### config.mk
export PLATFORM = sky130hd
export DESIGN_NAME = txc_dual_cache
export DESIGN_NICKNAME = d
export VERILOG_FILES = /design/src/rtl/txc_pkg.sv /design/src/rtl/txc_match.sv /design/src/rtl/txc_alloc.sv /design/src/rtl/txc_retag.sv /design/src/rtl/txc_dual_cache.sv
export SDC_FILE = /design/constraint.sdc
export NUM_CORES = 1
export LEC_CHECK = 0
export BUFFER_PORTS_ARGS = -buffer_cell sky130_fd_sc_hd__buf_2
export CORE_UTILIZATION = 40
export DETAILED_ROUTE_END_ITERATION = 8
export PLACE_DENSITY_LB_ADDON = 0.15
export RECOVER_POWER = 50
export SYNTH_ARGS = -nofsm -noshare
export SYNTH_HDL_FRONTEND = slang
export SYNTH_SLANG_ARGS = --single-unit
### constraint.sdc
create_clock -name clk -period 9.55 [get_ports clk]
set_input_delay 2.865 -clock clk [delete_from_list [all_inputs] [get_ports clk]]
set_output_delay 2.865 -clock clk [all_outputs]
set_load 0.1 [all_outputs]
### src/rtl/txc_pkg.sv
package txc_pkg;
  typedef enum logic [1:0] {
    ST_INV  = 2'd0,
    ST_NORM = 2'd1,
    ST_OLD  = 2'd2,
    ST_NEW  = 2'd3
  } ent_st_t;

  typedef enum logic [2:0] {
    OP_LOAD     = 3'd0,
    OP_STORE    = 3'd1,
    OP_COMMIT   = 3'd2,
    OP_ABORT    = 3'd3,
    OP_VALIDATE = 3'd4
  } op_kind_t;
endpackage

### src/rtl/txc_match.sv
// Fully associative lookup of one line address across all pairs.
module txc_match import txc_pkg::*; #(
  parameter int PAIRS = 4,
  parameter int AW    = 8,
  parameter int IW    = (PAIRS > 1) ? $clog2(PAIRS) : 1
) (
  input  logic [AW-1:0]                addr,
  input  logic [PAIRS-1:0][AW-1:0]     tags,
  input  logic [PAIRS-1:0][1:0][1:0]   st,
  output logic                         txn_hit,
  output logic [IW-1:0]                txn_idx,
  output logic                         norm_hit,
  output logic [IW-1:0]                norm_idx,
  output logic                         norm_half
);
  logic [PAIRS-1:0] is_txn, has_norm, tag_eq;

  for (genvar g = 0; g < PAIRS; g++) begin : g_pair
    assign is_txn[g]   = (st[g][0] == ST_OLD) || (st[g][0] == ST_NEW);
    assign has_norm[g] = (st[g][0] == ST_NORM) || (st[g][1] == ST_NORM);
    assign tag_eq[g]   = (tags[g] == addr);
  end

  always_comb begin
    txn_hit   = 1'b0;
    txn_idx   = '0;
    norm_hit  = 1'b0;
    norm_idx  = '0;
    norm_half = 1'b0;
    for (int p = PAIRS - 1; p >= 0; p--) begin
      if (is_txn[p] && tag_eq[p]) begin
        txn_hit = 1'b1;
        txn_idx = IW'(p);
      end
      if (has_norm[p] && tag_eq[p]) begin
        norm_hit  = 1'b1;
        norm_idx  = IW'(p);
        norm_half = (st[p][1] == ST_NORM);
      end
    end
  end
endmodule

### src/rtl/txc_alloc.sv
// Picks the pair for a new line: lowest fully invalid, else lowest ordinary.
module txc_alloc import txc_pkg::*; #(
  parameter int PAIRS = 4,
  parameter int IW    = (PAIRS > 1) ? $clog2(PAIRS) : 1
) (
  input  logic [PAIRS-1:0][1:0][1:0] st,
  output logic                       alloc_ok,
  output logic [IW-1:0]              alloc_idx,
  output logic                       alloc_evict,
  output logic                       evict_half
);
  logic [PAIRS-1:0] is_empty, is_reclaim;

  for (genvar g = 0; g < PAIRS; g++) begin : g_pair
    assign is_empty[g]   = (st[g][0] == ST_INV) && (st[g][1] == ST_INV);
    assign is_reclaim[g] = (st[g][0] == ST_NORM) || (st[g][1] == ST_NORM);
  end

  always_comb begin
    logic          e_found, r_found;
    logic [IW-1:0] e_idx, r_idx;
    logic          r_half;
    e_found = 1'b0;
    r_found = 1'b0;
    e_idx   = '0;
    r_idx   = '0;
    r_half  = 1'b0;
    for (int p = PAIRS - 1; p >= 0; p--) begin
      if (is_empty[p]) begin
        e_found = 1'b1;
        e_idx   = IW'(p);
      end
      if (is_reclaim[p]) begin
        r_found = 1'b1;
        r_idx   = IW'(p);
        r_half  = (st[p][1] == ST_NORM);
      end
    end
    alloc_ok    = e_found || r_found;
    alloc_idx   = e_found ? e_idx : r_idx;
    alloc_evict = !e_found && r_found;
    evict_half  = r_half;
  end
endmodule

### src/rtl/txc_retag.sv
// State rewrite of one entry on commit or abort.
module txc_retag import txc_pkg::*; (
  input  logic [1:0] cur,
  input  logic       commit_i,
  input  logic       abort_i,
  output logic [1:0] nxt
);
  always_comb begin
    nxt = cur;
    if (commit_i) begin
      if (cur == ST_OLD)      nxt = ST_INV;
      else if (cur == ST_NEW) nxt = ST_NORM;
    end else if (abort_i) begin
      if (cur == ST_NEW)      nxt = ST_INV;
      else if (cur == ST_OLD) nxt = ST_NORM;
    end
  end
endmodule

### src/rtl/txc_dual_cache.sv
module txc_dual_cache import txc_pkg::*; #(
  parameter int AW    = 8,
  parameter int DW    = 16,
  parameter int PAIRS = 4
) (
  input  logic          clk,
  input  logic          rst,
  input  logic          op_valid,
  input  logic [2:0]    op_kind,
  input  logic [AW-1:0] op_addr,
  input  logic [DW-1:0] op_wdata,
  input  logic [DW-1:0] op_fill,
  input  logic          own_nack,
  output logic          rsp_valid,
  output logic          rsp_ok,
  output logic [DW-1:0] rsp_data,
  input  logic          snp_valid,
  input  logic          snp_write,
  input  logic [AW-1:0] snp_addr,
  output logic          snp_rsp_valid,
  output logic          snp_nack,
  output logic          evict_valid,
  output logic [AW-1:0] evict_addr,
  output logic [DW-1:0] evict_data,
  output logic          abort_pending
);
  localparam int IW = (PAIRS > 1) ? $clog2(PAIRS) : 1;

  logic [PAIRS-1:0][1:0][1:0] st_q, st_rt;
  logic [PAIRS-1:0][AW-1:0]   tag_q;
  logic [PAIRS-1:0]           wr_q;
  logic [DW-1:0]              data_q [PAIRS][2];

  // operation decode
  logic is_ld, is_st, op_ls, collide, ab_eff, do_cmt, do_abt, ls_go;
  assign is_ld   = op_valid && (op_kind == OP_LOAD);
  assign is_st   = op_valid && (op_kind == OP_STORE);
  assign op_ls   = is_ld || is_st;
  assign collide = op_ls && snp_valid && (snp_addr == op_addr);
  assign ab_eff  = abort_pending || own_nack;
  assign do_cmt  = op_valid && (op_kind == OP_COMMIT) && !ab_eff;
  assign do_abt  = op_valid && ((op_kind == OP_ABORT) ||
                                ((op_kind == OP_COMMIT) && ab_eff));
  assign ls_go   = op_ls && !collide && !ab_eff;

  // lookups
  logic          o_txn, o_norm, o_nhalf, s_txn, s_norm, s_nhalf;
  logic [IW-1:0] o_tidx, o_nidx, s_tidx, s_nidx;
  logic          a_ok, a_evict, a_ehalf;
  logic [IW-1:0] a_idx;

  txc_match #(.PAIRS(PAIRS), .AW(AW), .IW(IW)) op_match_i (
    .addr(op_addr), .tags(tag_q), .st(st_q),
    .txn_hit(o_txn), .txn_idx(o_tidx),
    .norm_hit(o_norm), .norm_idx(o_nidx), .norm_half(o_nhalf));

  txc_match #(.PAIRS(PAIRS), .AW(AW), .IW(IW)) snp_match_i (
    .addr(snp_addr), .tags(tag_q), .st(st_q),
    .txn_hit(s_txn), .txn_idx(s_tidx),
    .norm_hit(s_norm), .norm_idx(s_nidx), .norm_half(s_nhalf));

  txc_alloc #(.PAIRS(PAIRS), .IW(IW)) alloc_i (
    .st(st_q), .alloc_ok(a_ok), .alloc_idx(a_idx),
    .alloc_evict(a_evict), .evict_half(a_ehalf));

  for (genvar p = 0; p < PAIRS; p++) begin : g_rt
    for (genvar h = 0; h < 2; h++) begin : g_half
      txc_retag retag_i (
        .cur(st_q[p][h]), .commit_i(do_cmt), .abort_i(do_abt),
        .nxt(st_rt[p][h]));
    end
  end

  // derived controls
  logic          new_half, use_alloc, overflow, ok_ls, snp_conf, snp_inv;
  logic [DW-1:0] ld_val;
  assign new_half  = (st_q[o_tidx][1] == ST_NEW);
  assign use_alloc = !o_txn && !o_norm;
  assign overflow  = ls_go && use_alloc && !a_ok;
  assign ok_ls     = ls_go && !overflow;
  assign snp_conf  = snp_valid && s_txn && (snp_write || wr_q[s_tidx]);
  assign snp_inv   = snp_valid && snp_write && s_norm;

  always_comb begin
    if (is_st)       ld_val = op_wdata;
    else if (o_txn)  ld_val = data_q[o_tidx][new_half];
    else if (o_norm) ld_val = data_q[o_nidx][o_nhalf];
    else             ld_val = op_fill;
  end

  // state update
  always_ff @(posedge clk) begin
    if (rst) begin
      st_q          <= '0;
      wr_q          <= '0;
      abort_pending <= 1'b0;
    end else begin
      st_q <= st_rt;
      if (do_cmt || do_abt) wr_q <= '0;
      if (snp_inv) st_q[s_nidx][s_nhalf] <= ST_INV;
      if (ok_ls) begin
        if (o_txn) begin
          if (is_st) begin
            data_q[o_tidx][new_half] <= op_wdata;
            wr_q[o_tidx]             <= 1'b1;
          end
        end else if (o_norm) begin
          st_q[o_nidx][o_nhalf]    <= ST_OLD;
          st_q[o_nidx][!o_nhalf]   <= ST_NEW;
          data_q[o_nidx][!o_nhalf] <= ld_val;
          wr_q[o_nidx]             <= is_st;
        end else begin
          tag_q[a_idx]     <= op_addr;
          st_q[a_idx][0]   <= ST_OLD;
          st_q[a_idx][1]   <= ST_NEW;
          data_q[a_idx][0] <= op_fill;
          data_q[a_idx][1] <= ld_val;
          wr_q[a_idx]      <= is_st;
        end
      end
      abort_pending <= (do_cmt || do_abt) ? 1'b0 : (ab_eff || overflow);
    end
  end

  // registered responses
  always_ff @(posedge clk) begin
    if (rst) begin
      rsp_valid     <= 1'b0;
      rsp_ok        <= 1'b0;
      rsp_data      <= '0;
      snp_rsp_valid <= 1'b0;
      snp_nack      <= 1'b0;
      evict_valid   <= 1'b0;
      evict_addr    <= '0;
      evict_data    <= '0;
    end else begin
      rsp_valid <= op_valid;
      if (op_ls)
        rsp_ok <= ok_ls;
      else if (op_kind == OP_COMMIT)
        rsp_ok <= do_cmt;
      else if (op_kind == OP_ABORT)
        rsp_ok <= 1'b1;
      else if (op_kind == OP_VALIDATE)
        rsp_ok <= !ab_eff;
      else
        rsp_ok <= 1'b0;
      rsp_data      <= ok_ls ? ld_val : '0;
      snp_rsp_valid <= snp_valid;
      snp_nack      <= snp_conf;
      evict_valid   <= ok_ls && use_alloc && a_evict;
      evict_addr    <= tag_q[a_idx];
      evict_data    <= data_q[a_idx][a_ehalf];
    end
  end
endmodule

==> reports/metrics.yaml, run 1 <==
power:
  power_density_nw_per_um2: 157.6
  pwr-share-seq_pct: 44.8
  leakagePower_nw: 5.153
  switchingPower_w: 0.0006760
  p_sw_share_pct: 28.16
  pwr-share-comb_pct: 14.0
  pwr-share-clk_pct: 41.2
  vdd_ir_drop_max_mv: 0.1144
  p_int_w: 0.001724
route:
  ant_nets: 0
  drc: 7
  drt_wl_total_um: 48520
  dr.pass1.iters: 9
  dr.first_iter.drc_count: 1534
  vias: 11650
  wl_per_cell_um: 26.06
  viasPerCell: 6.258
setup_path:
  cp_top_family: "simple AND/OR/NAND/NOR gates"
  rrSetupSlack_ns: 3.44
  cpMaxStageDelayCell: "clkbuf_1"
  cp_slowest_stage_delay_ns: 1.08
  start_kind: "input pin"
  cp_max_fo: 21
  criticalPathCategory: "input pin to register"
  r2r_cells: 10
  r2r_end: "data_q[1][24]"
  critPathBufInv: 2
  regToRegStartpoint: "tag_q[10]"
  worst_setup_path_end_kind: "register"
  crit_required_ns: 9.83
  critical_path_arrival_ns: 8.61
  crit_path_cell_trace: "clkbuf_1 > xor2_1 > nor4_2 > and3b_1 > clkbuf_1 > nor4_1 > nor2_2 > nand2_1 > nor2_1 > o21ai_0 > o21ai_0"
synth:
  seq_area_frac_synth_pct: 45.21
  ys.warnings.count: 0
  ys_types: 83
  postSynthNetCount: 1415
  avgSynthCellArea_sq_um: 10.23
  synth-edff-count: 160
  synth_flop_cell: "edfxtp_1"
  synthArstFlopShare_pct: 0
  ys_ff_latch: 226
  synthesis.area_sq_um: 13550
  netlist_instances: 1324
cts:
  cts_resized: 0
  cts_setup_buffers: 0
  cts_tree: "built"
  cts_buffers: 26
  clk_latency_ns: 0.55
  clockBufferDepth: 3
  clock-sinks: 226
  htreeDepth: 1
  cts.clk_slew.worst_paths_ns: 0.07
  ctsHoldBuffers: 0
  cts_root_buf: "clkbuf_16"
placement:
  gp_congestion: 0.9245
  post-place-ws_ns: 2.088
  port_buffers: 102
  dp_hpwl_um: 32700
layout:
  syn_to_final_growth_pct: 12.38
  diodes: 0
  ff_latch_area_sq_um: 6126
  multi_input_area_sq_um: 6900
  layout.nets: 1485
  fillers: 3132
  drive_gt1_share_pct: 13.93
floorplan:
  die_h_um: 186.1
  row_count: 67
  start_util_pct: 40.51
  core_area_sq_um: 33450
  floorplan.die_area_sq_um: 34620
  die_w_um: 186.1
  io_pins: 103
global_route:
  antenna_found_initial: 1
  grt_max_degree: 46
  grt_pass1_vias: 11270
  met1_usage_pct: 39.48
  busiest_layer: "met2"
  met2_usage_pct: 43.66
  grt_pass1_wl_um: 72080
  grt_overflow_total: 0
  use_met3_pct: 4.911
  track_usage_pct: 28.35
min_path:
  hp-start: "st_q[1]"
  min_path_type: "register to register"
  hold_path_end: "st_q[1]"
  whs_path_depth: 2
sta:
  rsz0062_at_grt: "no"
  period_share_pct: 87.19
  max_slew_margin_pct: -79.52
  period_minus_slack_ns: 8.326
  final_max_slew_viol_count: 46
  clock.fmax_mhz: 120.1
  setup_viol: 0
  tns_ns: 0
  worstMarginPinSlew_ns: 2.693
  skew_ns: 0.01565
  hold_viol_final: 0
  fin_ws_ns: 1.224
flow_run:
  cap_violations: 1
run_status:
  run_status: "finished, violations left"
  violations: "design-rule violations, max-capacitance violations, max-slew violations"
## per-stage QoR
stage / hold slack [ns] / cells / utilization [%] / total power, W / instance area (sq um)
final: 0.5251 / 1862 / 45.53 / 0.002400 / 15230
after global placement: 0.5055 / 1814 / 43.34 / 0.001434 / 14500
after global routing: 0.5548 / 1862 / 45.53 / 0.002472 / 15230
after detailed placement: 0.5069 / 1814 / 43.34 / 0.001433 / 14500
after floorplan: 0.4807 / 1324 / - / 0.001348 / 13550
after CTS: 0.5199 / 1862 / 45.86 / 0.002418 / 15340
## logic make-up after synthesis
family          count (synthesis)  synth area share, %
compound gates                350                18.17
xor+xnor                       72                4.709
fa+ha+maj                      34                3.139
buf+inv                       122                4.192
flops                         226                45.21
mux                            94                9.169
simple gates                  426                15.41
## per-layer routing
metal	wire length, um	share of wire (%)	vias to the layer above
li1	-	-	5158
met1	20620	42	5700
met2	21650	45	661
met3	4496	9.3	133
met4	1757	3.6	0
met5	0	0	-
## cell usage after synthesis, types with 29 or more instances
library cell / instances / area, sq um
a211oi_1: 29 / 217.7
a21oi_1: 87 / 435.4
buf_2: 43 / 215.2
clkbuf_1: 43 / 161.4
dfxtp_1: 66 / 1321
edfxtp_1: 160 / 4805
ha_1: 34 / 425.4
mux2i_1: 69 / 690.7
nand2_1: 94 / 352.8
nand3_1: 46 / 230.2
nor2_1: 162 / 608.1
o21ai_0: 49 / 245.2
xnor2_1: 40 / 350.3
xor2_1: 31 / 271.5
## worst max path at each step
| stage | start | end | slack (ns) | depth (start not counted) |
|---|---|---|---|---|
| finish | op_addr[2] | data_q[1][24] | 1.22 | 11 |
| global route | op_addr[3] | data_q[1][24] | 1.08 | 11 |
| CTS | op_valid | data_q[1][4] | 2.64 | 7 |
| global placement | op_addr[3] | data_q[3][9] | 2.28 | 10 |
| detailed placement | op_valid | data_q[1][6] | 2.09 | 7 |
| floorplan | op_addr[1] | data_q[1][16] | 2.99 | 12 |
## power by group through the flow
| stage | Combinational, W | Clock (W) | Sequential (W) |
|---|---|---|---|
| detailed placement | 0.000338 | 0 | 0.00109 |
| floorplan | 0.000166 | 0 | 0.00118 |
| finish | 0.000336 | 0.000989 | 0.00107 |
| global placement | 0.000339 | 0 | 0.00109 |
| CTS | 0.000339 | 0.00100 | 0.00107 |
| global route | 0.000356 | 0.00104 | 0.00108 |
## worst min-delay path, stage by stage (launching register included)
cell	delay, ns
dfxtp_1	0.35
nand3_1	0.08
a21oi_1	0.06
## state kept, by name (all words and copies together), names as in the netlist
signal	cells
data_q	128
tag_q	32
evict_data	16
rsp_data	16
st_q	16
evict_addr	8
wr_q	4
abort_pending	1
evict_valid	1
rsp_ok	1
rsp_valid	1
snp_nack	1
snp_rsp_valid	1
## layout make-up
| type | count | area share (%) |
|---|---|---|
| multi-input cells | 976 | 45.31 |
| flip-flops and latches | 226 | 40.23 |
| repair buffers | 139 | 4.634 |
| clock buffers | 28 | 4.322 |
| well taps | 448 | 3.681 |
| clock inverters | 20 | 1.208 |
| inverters | 25 | 0.6162 |
## layout by cell type, fill, tap and decap left out, types with 26 or more instances in the layout
master,n
dfxtp_1,66
a21oi_1,86
buf_4,33
nand2_1,94
xor2_1,31
xnor2_1,40
ha_1,34
edfxtp_1,160
clkbuf_1,60
nand3_1,46
o21ai_0,50
nor2_1,159
buf_2,48
mux2i_1,69
a211oi_1,29
clkbuf_16,26
(Power assumes the default switching activity.)
==> run 2, diff against run 1 <==
PLACE_DENSITY_LB_ADDON = default   (was 0.15)
==> run 2 against run 1 <==
Net effect:
- the flow finishes with violations (max-capacitance violations, max-slew violations)
- via count increased by 1.3%
- critical path depth shrank 4
- routed wire length is 0.24% lower
- sequential cell count did not move
- cell count about the same
- power rose by 0.85%
- hold slack gained 0.0011 ns
- combinational power grew 1%
- largest power group unchanged
- highest routed layer unchanged
==> reports/metrics.yaml, run 2 (same netlist as run 1, synthesis figures left out) <==
run_status:
  run_status: "finished, violations left"  # unchanged
  violations: "max-capacitance violations, max-slew violations"  # was design-rule violations, max-capacitance violations, max-slew violations
cts:
  cts_buffers: 26  # unchanged
  clk_latency_ns: 0.55  # about the same
  ctsHoldBuffers: 0  # unchanged
  cts_root_buf: "clkbuf_16"  # unchanged
  cts_setup_buffers: 0  # unchanged
  cts_tree: "built"  # unchanged
  cts_resized: 0  # unchanged
  clock-sinks: 226  # unchanged
  cts.clk_slew.worst_paths_ns: 0.06  # was 0.07 ns
  clockBufferDepth: 3  # unchanged
  htreeDepth: 1  # unchanged
layout:
  ff_latch_area_sq_um: 6126  # unchanged
  top_regs: "data_q (128), tag_q (32)"  # unchanged
  layout.nets: 1484  # was 1485
  layout_common_cells: "edfxtp_1, nor2_1, nand2_1, a21oi_1, mux2i_1"  # unchanged
  fillers: 3157  # was 3132
  final_common_cell: "edfxtp_1"  # unchanged
  largest_reg_flops: 128  # unchanged
  multi_input_area_sq_um: 6899  # was 6900 sq um
  syn_to_final_growth_pct: 12.44  # was 12.38%
  stdcell_area_sq_um: 15240  # was 15230 sq um
  drive_gt1_share_pct: 13.87  # was 13.93%
  diodes: 0  # unchanged
  top_register: "data_q"  # unchanged
route:
  drc: 0  # was 7
  ant_nets: 0  # unchanged
  viasPerCell: 6.344  # was 6.258
  dr.pass1.iters: 6  # was 9
  wl_per_cell_um: 26.01  # was 26.06 um
  vias: 11810  # was 11650
  dr.first_iter.drc_count: 1421  # was 1534
  drt_wl_total_um: 48400  # was 48520 um
power:
  leakagePower_nw: 5.172  # was 5.153 nW
  finalPower_w: 0.002421  # was 0.002400 W
  vdd_ir_drop_max_mv: 0.1583  # was 0.1144 mV
  power_density_nw_per_um2: 158.9  # was 157.6 nW/um^2
sta:
  period_share_pct: 81.23  # was 87.19%
  period_minus_slack_ns: 7.757  # was 8.326 ns
  hold_viol_final: 0  # unchanged
  worstMarginPinSlew_ns: 2.601  # was 2.693 ns
  clock.fmax_mhz: 128.9  # was 120.1 MHz
  rsz0062_at_grt: "no"  # unchanged
  max_slew_margin_pct: -73.40  # was -79.52%
  final_max_slew_viol_count: 46  # unchanged
  setup_viol: 0  # unchanged
  tns_ns: 0  # unchanged
  skew_ns: 0.01812  # was 0.01565 ns
setup_path:
  criticalPathCategory: "input pin to register"  # unchanged
  cp-endpoint: "data_q[1][6]"  # was data_q[1][24]
  r2r_end: "data_q[1][6]"  # was data_q[1][24]
  start_kind: "input pin"  # unchanged
  critical_path_arrival_ns: 7.91  # was 8.61 ns
  regToRegStartpoint: "tag_q[10]"  # unchanged
  worst_setup_path_end_kind: "register"  # unchanged
  r2r_cells: 9  # was 10
  crit_required_ns: 9.70  # was 9.83 ns
  rrSetupSlack_ns: 4.03  # was 3.44 ns
  crit_start: "rst"  # was op_addr[2]
  cp_max_fo: 45  # was 21
floorplan:
  start_util_pct: 40.51  # unchanged
  row_count: 67  # unchanged
  die_h_um: 186.1  # unchanged
  io_pins: 103  # unchanged
  floorplan.die_area_sq_um: 34620  # unchanged
  die_w_um: 186.1  # unchanged
  core_area_sq_um: 33450  # unchanged
global_route:
  grt_overflow_total: 0  # unchanged
  antenna_found_initial: 0  # was 1
  grt_pass1_vias: 11270  # about the same
  grt_max_degree: 59  # was 46
  track_usage_pct: 27.90  # was 28.35%
  grt_pass1_wl_um: 70640  # was 72080 um
placement:
  gp_congestion: 0.9332  # was 0.9245
  dpl_cell_area_sq_um: 14490  # was 14500 sq um
  port_buffers: 102  # unchanged
  dp_hpwl_um: 33100  # was 32700 um
flow_run:
  cap_violations: 1  # unchanged
min_path:
  min_path_type: "register to register"  # unchanged
[run 2: cell count changes in the layout (fill, tap and decap cells not counted), moves of 2 or more]
cell	change
clkinvlp_4	-5
clkbuf_1	+4
clkinv_1	-4
buf_4	-2
clkbuf_8	+2
clkinv_2	+2
inv_6	+2
[run 2: worst min path at each step]
| stage | start | end | cells past startpoint |
|---|---|---|---|
| floorplan | st_q[1] | st_q[1] | 2 |
| global placement | st_q[1] | st_q[1] | 2 |
| detailed placement | st_q[1] | st_q[1] | 2 |
| CTS | st_q[1] | st_q[1] | 2 |
| global route | st_q[1] | st_q[1] | 2 |
| finish | st_q[1] | st_q[1] | 2 |
[run 2: layout make-up]
cell class	instances	area share [%]
multi-input cells	976	45.28
flip-flops and latches	226	40.21
clock buffers	34	4.738
repair buffers	138	4.558
well taps	448	3.679
clock inverters	14	0.9198
inverters	25	0.6159
[run 2: routing by layer]
metal	wire [um]	track usage [%]	vias up
met3	5230	4.911	153
met5	0	0	-
met2	21820	44.60	839
met4	2270	11.97	0
met1	19090	37.02	5663
li1	-	-	5152
[run 2: critical path: stages]
cell	delay (ns)
buf_2	0.08
clkbuf_1	1.83
nor4_1	0.48
nand3_1	0.28
clkbuf_1	0.82
o21ai_1	0.44
and3b_1	1.08
[run 2: per-stage QoR]
step	util [%]	std cells	hold WS (ns)	setup slack (ns)
floorplan	-	1324	0.4807	2.985
global placement	43.32	1813	0.4979	2.248
CTS	45.89	1861	0.5215	2.681
global route	45.55	1861	0.5687	1.509
detailed placement	43.32	1813	0.5129	2.149
finish	45.55	1861	0.5261	1.793
[run 2: where the power goes]
| part | switching (W) | total [W] | internal, W | leakage (nW) |
|---|---|---|---|---|
| combinational | 0.000240 | 0.000341 | 0.000100 | 2.77 |
| sequential | 0.00000832 | 0.00107 | 0.00107 | 1.98 |
| clock | 0.000415 | 0.00101 | 0.000590 | 0.424 |
